==> config.mk <==
export PLATFORM = sky130hd
export DESIGN_NAME = hs_ready_gen
export DESIGN_NICKNAME = d
export VERILOG_FILES = /design/src/rtl/hrg_pkg.sv /design/src/rtl/hrg_delay_cnt.sv /design/src/rtl/hrg_ctrl.sv /design/src/rtl/hs_ready_gen.sv
export SDC_FILE = /design/constraint.sdc
export NUM_CORES = 1
export LEC_CHECK = 0
export BUFFER_PORTS_ARGS = -buffer_cell sky130_fd_sc_hd__buf_4
export CORE_UTILIZATION = 40
export DETAILED_ROUTE_END_ITERATION = 7
export HOLD_SLACK_MARGIN = 0.03
export PLACE_DENSITY = 0.57
export SYNTH_ARGS = -nofsm -noshare
export SYNTH_HDL_FRONTEND = slang
export SYNTH_SLANG_ARGS = --single-unit
==> constraint.sdc <==
create_clock -name clk -period 3 [get_ports clk]
set_input_delay 0.45 -clock clk [delete_from_list [all_inputs] [get_ports clk]]
set_output_delay 0.45 -clock clk [all_outputs]
set_load 0.005 [all_outputs]
==> src/rtl/hrg_pkg.sv <==
package hrg_pkg;

  typedef enum logic [1:0] {
    ST_IDLE = 2'd0,
    ST_WAIT = 2'd1,
    ST_OPEN = 2'd2
  } hrg_state_e;

  // Value loaded into the down counter when VALID arms a wait in rest-low mode.
  function automatic logic [31:0] arm_value(input logic [31:0] dly);
    return dly - 32'd1;
  endfunction

  // Delays of 0 (registered) and 1 open READY in the very next cycle.
  function automatic logic is_short(input logic [31:0] dly);
    return dly <= 32'd1;
  endfunction

endpackage

==> src/rtl/hrg_delay_cnt.sv <==
module hrg_delay_cnt #(
  parameter int DLY_W = 4
) (
  input  logic             clk,
  input  logic             rst_n,
  input  logic             load,
  input  logic [DLY_W-1:0] load_val,
  input  logic             tick,
  output logic             last_o
);

  logic [DLY_W-1:0] cnt_q;

  always_ff @(posedge clk) begin
    if (!rst_n)                        cnt_q <= '0;
    else if (load)                     cnt_q <= load_val;
    else if (tick && cnt_q != '0)      cnt_q <= cnt_q - 1'b1;
  end

  assign last_o = (cnt_q == DLY_W'(1));

  // the controller never waits on an empty counter
  a_r6_tick_nonzero: assert property (@(posedge clk) disable iff (!rst_n)
    tick |-> cnt_q != '0);

  // a ticking count moves down by exactly one each cycle
  a_r2_count_step: assert property (@(posedge clk) disable iff (!rst_n)
    (tick && !load && cnt_q > DLY_W'(1)) |=> cnt_q == $past(cnt_q) - 1'b1);

endmodule

==> src/rtl/hrg_ctrl.sv <==
module hrg_ctrl #(
  parameter int DLY_W     = 4,
  parameter bit ZERO_COMB = 1'b1
) (
  input  logic             clk,
  input  logic             rst_n,
  input  logic             dflt,
  input  logic [DLY_W-1:0] dly,
  input  logic             valid,
  input  logic             cnt_last,
  output logic             ready,
  output logic             hs,
  output logic             load,
  output logic [DLY_W-1:0] load_val,
  output logic             tick
);

  import hrg_pkg::*;

  hrg_state_e state_q, state_d;
  logic       idle_fast;
  logic       dly_zero;

  assign dly_zero  = (dly == '0);
  assign idle_fast = ZERO_COMB && !dflt && dly_zero && (state_q == ST_IDLE);
  assign ready     = rst_n && ((state_q == ST_OPEN) || (idle_fast && valid));
  assign hs        = valid && ready;
  assign tick      = (state_q == ST_WAIT);

  always_comb begin
    state_d  = state_q;
    load     = 1'b0;
    load_val = '0;
    unique case (state_q)
      ST_IDLE: begin
        if (dflt) begin
          state_d = ST_OPEN;
        end else if (valid && !hs) begin
          if (is_short(32'(dly))) begin
            state_d = ST_OPEN;
          end else begin
            load     = 1'b1;
            load_val = DLY_W'(arm_value(32'(dly)));
            state_d  = ST_WAIT;
          end
        end
      end
      ST_WAIT: begin
        if (cnt_last) state_d = ST_OPEN;
      end
      ST_OPEN: begin
        if (hs) begin
          if (!dflt) begin
            state_d = ST_IDLE;
          end else if (!dly_zero) begin
            load     = 1'b1;
            load_val = dly;
            state_d  = ST_WAIT;
          end
        end
      end
      default: state_d = ST_IDLE;
    endcase
  end

  always_ff @(posedge clk) begin
    if (!rst_n) state_q <= dflt ? ST_OPEN : ST_IDLE;
    else        state_q <= state_d;
  end

  // rest-low mode never retracts READY before a handshake
  a_r3_hold_open: assert property (@(posedge clk) disable iff (!rst_n)
    (!dflt && ready && !valid) |=> ready);

  // rest-low mode drops READY after a handshake with a nonzero delay
  a_r4_drop_after_hs: assert property (@(posedge clk) disable iff (!rst_n)
    (!dflt && hs && !dly_zero) |=> !ready);

  // a delay of two or more never opens READY on the next cycle
  a_r2_not_early: assert property (@(posedge clk) disable iff (!rst_n)
    (!dflt && state_q == ST_IDLE && valid && dly > DLY_W'(1)) |=> !ready);

  // rest-high mode pulls READY down after a handshake
  a_r6_low_after_hs: assert property (@(posedge clk) disable iff (!rst_n)
    (dflt && hs && !dly_zero) |=> !ready);

  // rest-high mode with zero delay stays open
  a_r7_stay_high: assert property (@(posedge clk) disable iff (!rst_n)
    (dflt && hs && dly_zero) |=> ready);

endmodule

==> src/rtl/hs_ready_gen.sv <==
module hs_ready_gen #(
  parameter int DLY_W     = 4,
  parameter bit ZERO_COMB = 1'b1
) (
  input  logic             clk,
  input  logic             rst_n,
  input  logic             cfg_dflt_rdy,
  input  logic [DLY_W-1:0] cfg_delay,
  input  logic             valid_i,
  output logic             ready_o,
  output logic             hs_o
);

  logic             cnt_load;
  logic [DLY_W-1:0] cnt_load_val;
  logic             cnt_tick;
  logic             cnt_last;

  hrg_ctrl #(
    .DLY_W     (DLY_W),
    .ZERO_COMB (ZERO_COMB)
  ) u_ctrl (
    .clk      (clk),
    .rst_n    (rst_n),
    .dflt     (cfg_dflt_rdy),
    .dly      (cfg_delay),
    .valid    (valid_i),
    .cnt_last (cnt_last),
    .ready    (ready_o),
    .hs       (hs_o),
    .load     (cnt_load),
    .load_val (cnt_load_val),
    .tick     (cnt_tick)
  );

  hrg_delay_cnt #(
    .DLY_W (DLY_W)
  ) u_cnt (
    .clk      (clk),
    .rst_n    (rst_n),
    .load     (cnt_load),
    .load_val (cnt_load_val),
    .tick     (cnt_tick),
    .last_o   (cnt_last)
  );

  // READY is low throughout reset
  a_r1_reset_low: assert property (@(posedge clk)
    !rst_n |-> !ready_o);

  // a handshake pulse needs VALID and READY together
  a_r8_pulse_legal: assert property (@(posedge clk) disable iff (!rst_n)
    hs_o |-> (valid_i && ready_o));

endmodule

Word level (Yosys, flattened, before mapping) --
Index checks and enable logic that the tools add are counted.
Cells by class: multiplexer cells 26, add/subtract/negate cells 2, $lt $le $gt $ge 1, reduce and logical (&&, ||, !) cells 15, eq/ne operators 7
Operators with widths (count):
- $mux W4 | 8
- $mux W2 | 9
- $ne A4 B4 Y1 const B | 2
- $pmux W4 S2 | 1
- $sub A4 B1 Y4 const B | 2
- $logic_and A1 B1 Y1 | 7
- $mux W1 | 6
- $pmux W2 S3 | 1
- $eq A4 B1 Y1 const B | 1
- $le A4 B1 Y1 const B | 1
- $logic_not A4 Y1 | 1
- $reduce_and A4 Y1 | 1
- $reduce_bool A4 Y1 | 1
- $ne A3 B2 Y1 const B | 1
- $ne A3 B3 Y1 const B | 1
- $eq A2 B1 Y1 const B | 1
- $eq A2 B2 Y1 const B | 1
- $logic_not A1 Y1 | 2
- $logic_not A2 Y1 | 1
- $pmux W1 S2 | 1
- $reduce_bool A2 Y1 | 1
- $logic_or A1 B1 Y1 | 1
Word-level totals: logic and storage cells 53, input bits 8, register bits after elaboration 6, output and inout bits 2

Longest topological paths before layout --
Gate-level depths: netlist of the first run.
depth in word-level cells 13, depth in mapped cells 7

By module --
A second synthesis of the first run with hierarchy kept.
Second synthesis, totals: cells, all modules 83, area total of the unflattened synthesis 616.8 um^2
By module, submodules not included:
- hrg_ctrl | area an instance 345.3 um^2, cells an instance 48, times used 1
- hrg_delay_cnt | area an instance 271.5 um^2, cells an instance 35, times used 1

Worst setup path after synthesis of the first run --
No wires, ideal clock.
path kind input -> output, start point input port cfg_delay[1], end point output port hs_o, slack 1303 ps, buffers on the path 0, data arrival time 1247 ps, cell stages on the path 6, cell sequence inv_1 -> ha_1 -> nand2_1 -> nor3_1 -> o21a_1 -> and2_1
Between the ends: word-level cells in the longest chain between the ends 7
Ends and longest elaborated chain:
- from (decl) | line hs_ready_gen.sv:8 | input logic [DLY_W-1:0] cfg_delay,
- $logic_not A4 Y1 | line hrg_ctrl.sv:24 | assign dly_zero = (dly == '0);
- $logic_and A1 B1 Y1 (2 in series) | line hrg_ctrl.sv:25 | assign idle_fast = ZERO_COMB && !dflt && dly_zero && (state_q == ST_IDLE);
- $logic_and A1 B1 Y1 | line hrg_ctrl.sv:26 | assign ready = rst_n && ((state_q == ST_OPEN) || (idle_fast && valid));
- $logic_or A1 B1 Y1 | line hrg_ctrl.sv:26
- $logic_and A1 B1 Y1 | line hrg_ctrl.sv:26
- net ready_o | line hs_ready_gen.sv:10 | output logic ready_o,
- $logic_and A1 B1 Y1 | line hrg_ctrl.sv:27 | assign hs = valid && ready;
- to (decl) | line hs_ready_gen.sv:11 | output logic hs_o
The timed path passes the listed nets, and every way through them passes these cells.

Worst setup path in the final report of the first run --
start point input port cfg_delay[1], end point output port hs_o
Between the ends: word-level cells in the longest chain between the ends 7
Ends and longest elaborated chain (line):
- $logic_not A4 Y1 | hrg_ctrl.sv:24
- $logic_and A1 B1 Y1 (2 in series) | hrg_ctrl.sv:25
- $logic_and A1 B1 Y1 | hrg_ctrl.sv:26
- $logic_or A1 B1 Y1 | hrg_ctrl.sv:26
- $logic_and A1 B1 Y1 | hrg_ctrl.sv:26
- $logic_and A1 B1 Y1 | hrg_ctrl.sv:27
No other way between the ends.

==> results of run 1 <==
## kinds of logic (layout without fill, tap and decap cells)
| logic type | Yosys count | in the layout |
|---|---|---|
| adders and majority gates | 5 | 5 |
| and+or+nand+nor | 29 | 29 |
| xor gates and xnor gates | 3 | 3 |
| buffers and inverters | 9 | 21 |
| muxes | 1 | 1 |
| AOI/OAI and AO/OA | 25 | 25 |
| DFF | 6 | 6 |
## layout make-up
| type | instances | share of cell area (%) |
|---|---|---|
| tap | 15 | 2.547 |
| sequential | 6 | 19.02 |
| multi-input combinational | 63 | 61.63 |
| inverter | 8 | 4.075 |
| clock buffer | 4 | 3.565 |
| timing repair buffer | 9 | 9.168 |
## metal layers
| metal | share of wire (%) | vias up | GRT usage [%] |
|---|---|---|---|
| met5 | 0 | - | 0 |
| met4 | 1.5 | 0 | 9.677 |
| met3 | 3.0 | 2 | 3.043 |
| met2 | 43 | 15 | 25.00 |
| met1 | 52 | 258 | 20.05 |
| li1 | - | 312 | - |
## worst min path at each step
stage | startpoint | end | slack (ps) | cells after the start
final | rst_n | u_cnt.cnt_q[1] | 500 | 2
after global routing | rst_n | u_cnt.cnt_q[3] | 520 | 2
after CTS | rst_n | u_cnt.cnt_q[1] | 500 | 2
after detailed placement | u_cnt.cnt_q[2] | u_cnt.cnt_q[2] | 520 | 2
after global placement | u_cnt.cnt_q[2] | u_cnt.cnt_q[2] | 530 | 2
after floorplan | u_cnt.cnt_q[2] | u_cnt.cnt_q[2] | 480 | 2
## sequential cells by signal, indices dropped and copies added (netlist names)
register / cells
u_ctrl.state_q: 2
u_cnt.cnt_q: 4
## worst max-delay path: cells and delay by family
kind                       cells  cell delay [ps]
and+or+nand+nor                3              420
buffers and inverters          3              310
adders and majority gates      1              220
AOI/OAI and AO/OA              1              150
## power by group through the flow
stage	Clock (mW)	Sequential, mW	Combinational [mW]
after global routing	0.0834	0.125	0.146
after detailed placement	0	0.124	0.129
after CTS	0.0818	0.123	0.130
final	0.0772	0.123	0.129
after floorplan	0	0.120	0.0966
after global placement	0	0.125	0.128
## Yosys cell counts, types with 3 or more instances
library cell / number
inv_1: 8
nor2_1: 5
nand2_1: 4
ha_1: 5
nand3_1: 3
dfxtp_1: 4
a21oi_1: 6
nor3_1: 3
xnor2_1: 3
or3_1: 3
o21ai_0: 3
## placed cells by master (no fill, tap or decap), types with 2 or more instances in the layout
cell type  synthesis  final
a21oi_1            6      6
dfxtp_1            4      4
xnor2_1            3      3
o21ai_0            3      3
nand3_1            3      3
ha_1               5      5
nor2_1             5      5
nand2b_1           2      2
edfxtp_1           2      2
or3_1              3      3
o21a_1             2      2
clkbuf_4           0      3
a211oi_1           2      2
buf_4              0      9
nand2_1            4      4
and2_1             2      2
nor3_1             3      3
inv_1              8      8
## metrics by stage
step / setup slack, ps / utilization, % / hold WS (ps) / cell area [sq um] / total power [mW]
after floorplan: 1303 / - / 478.7 / 629.4 / 0.2166
after global placement: 1007 / 51.40 / 530.4 / 710.7 / 0.2528
after detailed placement: 995.9 / 51.40 / 522.3 / 710.7 / 0.2533
after CTS: 983.3 / 53.30 / 501.3 / 737.0 / 0.3346
after global routing: 818.8 / 53.30 / 522.8 / 737.0 / 0.3547
final: 982.0 / 53.30 / 503.6 / 737.0 / 0.3293
==> run metrics, run 1 <==
final routed DRC violation total 0; Post-CTS Setup Inserts 0; Filler Cells Inserted 140; area delta synth->final 17.10%; post-synth top area share 12.72%; # hold bufs at CTS 0; Power Density 446.8 mW/mm^2; CP cell instances buf_4 -> inv_1 -> ha_1 -> nand2_1 -> nor3_1 -> o21a_1 -> and2_1 -> buf_4; mux cell area share after synthesis 1.789%; max_slew headroom 72.43%; Finish-stage setup viols 0; Syn. warnings 0; RSZ-0062 raised after global routing no; initial antenna violation count 0; RR Startpoint u_ctrl.state_q[0]; Detailed Routing Iterations Pass 1 4; cell taking the most area after synthesis dfxtp_1; share of cells above drive strength 1 21.11%; Worst Setup End Kind primary output; Cell Count, Final, Fillers Out 105; sequential power share 37.3%; root buf cell clkbuf_4; Tcrit/Tclk final 67.27%; global-route wire length before repair 2145 um; Max IR drop VDD 0.0002683 V; Synth area leaders dfxtp_1 13%, ha_1 9.9%, edfxtp_1 9.5%; number of synthesized register bits 6; Post-Synth Adder-Cell Area 9.940%; flop2flop setup slack 1150 ps; # rows 13; placed cell count 101; First DRT Iteration DRCs 18; CP dominant cell by count buf_4; CTS Buf Count 3; IO buf count 9; Switching Power 0.1124 mW; nets 104; CTS tree yes; largest net degree at the start of global routing 11; total grt overflow 0; Final Max Tran Viols 0; Combinational Power Share 39.2%; Clk Latency, worst-skew pair 240 ps; clock power share 23.4%; Final min period 2018 ps; Yosys cell types 37; Chip Height 41.67 um; RR Endpoint u_cnt.cnt_q[3]; H-tree Lvls 1; required time of the critical path 2550 ps; Worst path max stage delay 220 ps; vias post-DR 587; Switching Share 34.12%; Worst Hold Class input pin to flop; Total GRT Usage 15.96%; EDFF count, synth 2; die extent in x 41.67 um; per-cell routed wire length 11.91 um; Seq/Total Area, Yosys 22.27%; Slew @ Worst Pin 410.4 ps; Leak Pwr 0.2901 nW; DPL Wire Length 1041 um; CTS resizes 0; synthesized area per cell 8.069 sq um; ys flop type dfxtp_1; P_int 0.2169 mW; post-synthesis simple-gate area fraction 27.83%; Initial Utilization 45.52%; outcome finished clean; number of global-route vias before repair 518; crit start category input pin; routed vias/inst 5.590; routed wire length 1251 um; Net Count, Synth 91; Clock Skew 6.963 ps; Core Region 0.001383 sq mm; Async SR Flop Fraction 0%; TritonCTS Sinks 6; diodes inserted 0; setup TNS 0 ps; Worst Path Arrival 1570 ps; Critical Setup Path Class input pin to primary output; XOR/XNOR Fraction of Synth Area 4.175%; post-synthesis compound-gate area fraction 28.43%; Critical path origin cfg_delay[1]; CTS max path bufs 2; cell count after synthesis 78; GP Congestion 0.7710; r2r worst-path depth 5; Synth Cell Area 629.4 sq um; Clk pin slew, worst setup/hold paths 40 ps; CP max FO 5; largest family of logic cells by synthesized area compound AO/OA/AOI/OAI gates; max-cap violations 0; Worst Setup EP hs_o; Slowest cell on crit path ha_1; top achievable clock speed 495.5 MHz; Fin. Hold Viols 0; Routed Antenna Nets 0; Sequential Area 140.1 sq um; multi-input logic area 454.2 sq um; die area 0.001736 sq mm; # IOs 10
Note: power is estimated with default switching activity, not from simulation.
==> run 2, diff against run 1 <==
- PLACE_DENSITY: 0.57 -> 0.59
- clock period: 3 -> 1.6 ns (I/O delays scaled with it)
==> run 2 against run 1 <==
Compared with the run above:
- the run now ends with setup timing left
- sequential power is 81% higher
- die area unchanged
- register-to-register slack worse by 1300 ps
- design area rose by 30%
- final cell count up 19%
- total power up 130%
- via count is 17% higher
- highest routed layer unchanged
==> run metrics, run 2 (synthesis gave the netlist of run 1 again) <==
Initial Utilization 45.52% (unchanged); share of cells above drive strength 1 41.82% (+21 points); die extent in x 41.67 um (unchanged); Top delay family on crit path compound AO/OA/AOI/OAI gates; Sequential Area 140.1 sq um (unchanged); WP buf/inv 1 (-2); final routed DRC violation total 0 (unchanged); Slew @ Worst Pin 286.6 ps (-123.8 ps); per-cell routed wire length 13.49 um (+13%); First DRT Iteration DRCs 12 (-6); Worst path max stage delay 450 ps (+230 ps); Critical path origin u_ctrl.state_q[1]; Slowest cell on crit path edfxtp_1; stages on the worst setup path 6 (-2); Worst Hold Class input pin to flop; top achievable clock speed 584.8 MHz; global-route wire length before repair 2884 um (+34%); total grt overflow 0 (unchanged); RR Endpoint u_cnt.cnt_q[1]; RR Startpoint u_ctrl.state_q[1]; max reg flops 4 (unchanged); Finish-stage setup viols 5 (+5); Leak Pwr 0.4114 nW (+42%); Filler Cells Inserted 127 (-9.3%); Clk pin slew, worst setup/hold paths 50 ps (about the same); commonest non-fill, non-tap cell in the layout buf_4; routed vias/inst 5.472 (-2.1%); number of global-route vias before repair 709 (+37%); Final min period 1710 ps; # rows 13 (unchanged); DPL Wire Length 1247 um (+20%); Final Max Tran Viols 0 (unchanged); diodes inserted 0 (unchanged); Worst Setup End Kind flop; Chip Height 41.67 um (unchanged); r2r worst-path depth 6 (+1); Top Registers u_cnt.cnt_q (4), u_ctrl.state_q (2); H-tree Lvls 1 (unchanged); Clk Latency, worst-skew pair 250 ps (about the same); Core Region 0.001383 sq mm (unchanged); required time of the critical path 1740 ps (-810 ps); outcome finished with violations; die area 0.001736 sq mm (unchanged); Worst Path Arrival 1850 ps (+280 ps); most frequent cells in the layout 27 x buf_4, 8 x inv_1, 6 x a21oi_1; Total GRT Usage 21.98% (+6.0 points); area delta synth->final 51.69%; Clock Skew 8.950 ps (+1.987 ps); flop2flop setup slack -110 ps (-1260 ps); nets 124 (+19%); Cell Count, Final, Fillers Out 125 (+19%); failing checks setup timing; Routed Antenna Nets 0 (unchanged); CTS tree yes; root buf cell clkbuf_4; GP Congestion 0.8614 (+12%); placed cell count 114 (+13%); Detailed Routing Iterations Pass 1 4 (unchanged); register bank with the most flops u_cnt.cnt_q; Worst Setup EP u_cnt.cnt_q[1]; TritonCTS Sinks 6 (unchanged); initial antenna violation count 0 (unchanged); vias post-DR 684 (+17%); Max IR drop VDD 0.0005330 V (+99%); CP max FO 3 (-2); # IOs 10 (unchanged); max-cap violations 0 (unchanged); routed wire length 1686 um (+35%); IO buf count 9 (unchanged); Tcrit/Tclk final 106.9%; CTS Buf Count 3 (unchanged); CTS max path bufs 2 (unchanged); Design Power 0.7611 mW (+130%); Critical Setup Path Class flop to flop; multi-input logic area 514.2 sq um (+13%); RSZ-0062 raised after global routing yes; crit start category flop; largest net degree at the start of global routing 11 (unchanged); worst setup margin -110.1 ps (-1092 ps); max_slew headroom 80.82% (+8.4 points); Fin. Hold Viols 0 (unchanged); Power Density 797.3 mW/mm^2 (+78%); CP cell instances nor4b_4 -> o21ai_2 -> buf_4 -> a32oi_4 -> a211oi_1 -> o21a_1
[run 2: what timing repair did]
action / CTS / global route
cloned: 0 / 0
hold buffers: 0 / 0
setup endpoints to repair: 6 / 7
gates resized for setup: 5 / 5
pin swaps: 10 / 6
buffers inserted: 4 / 3
endpoints found under the hold margin: 0 / 0
[run 2: power breakdown]
part / internal [mW] / switching (mW) / total [mW]
sequential: 0.191 / 0.0319 / 0.223
clock: 0.0949 / 0.0624 / 0.157
combinational: 0.211 / 0.170 / 0.381
total: 0.497 / 0.265 / 0.761
[run 2: how the worst min path moves through the flow]
| stage | start | end | cells past startpoint |
|---|---|---|---|
| after global routing | rst_n | u_cnt.cnt_q[1] | 2 |
| final | rst_n | u_cnt.cnt_q[1] | 2 |
| after floorplan | cfg_delay[3] | u_cnt.cnt_q[3] | 3 |
| after CTS | rst_n | u_cnt.cnt_q[1] | 2 |
| after global placement | u_cnt.cnt_q[2] | u_cnt.cnt_q[2] | 2 |
| after detailed placement | u_cnt.cnt_q[2] | u_cnt.cnt_q[2] | 2 |
[run 2: layout make-up]
cell class / count / area share, %
inverter: 8 / 3.145
clock buffer: 4 / 2.752
multi-input combinational: 63 / 53.87
timing repair buffer: 29 / 23.59
sequential: 6 / 14.68
tap: 15 / 1.966
[run 2: stage by stage]
| stage | setup TNS (ps) | instance area, sq um | setup WS [ps] | hold slack, ps | util [%] |
|---|---|---|---|---|---|
| final | -388.7 | 954.7 | -110.1 | 302.0 | 69.05 |
| after global routing | -805.5 | 954.7 | -183.0 | 293.7 | 69.05 |
| after CTS | -190.9 | 910.9 | -60.28 | 294.5 | 65.88 |
| after detailed placement | -319.5 | 827.0 | -76.75 | 524.0 | 59.82 |
| after global placement | -254.8 | 827.0 | -63.52 | 515.4 | 59.82 |
| after floorplan | -14.69 | 648.1 | -14.69 | 460.9 | - |
[run 2: metal layers]
layer | up-vias | GRT usage, % | share of wire (%)
li1 | 352 | - | -
met1 | 311 | 24.53 | 42
met2 | 19 | 37.81 | 53
met3 | 2 | 6.522 | 3.9
met4 | 0 | 10.32 | 0.59
met5 | - | 0 | 0
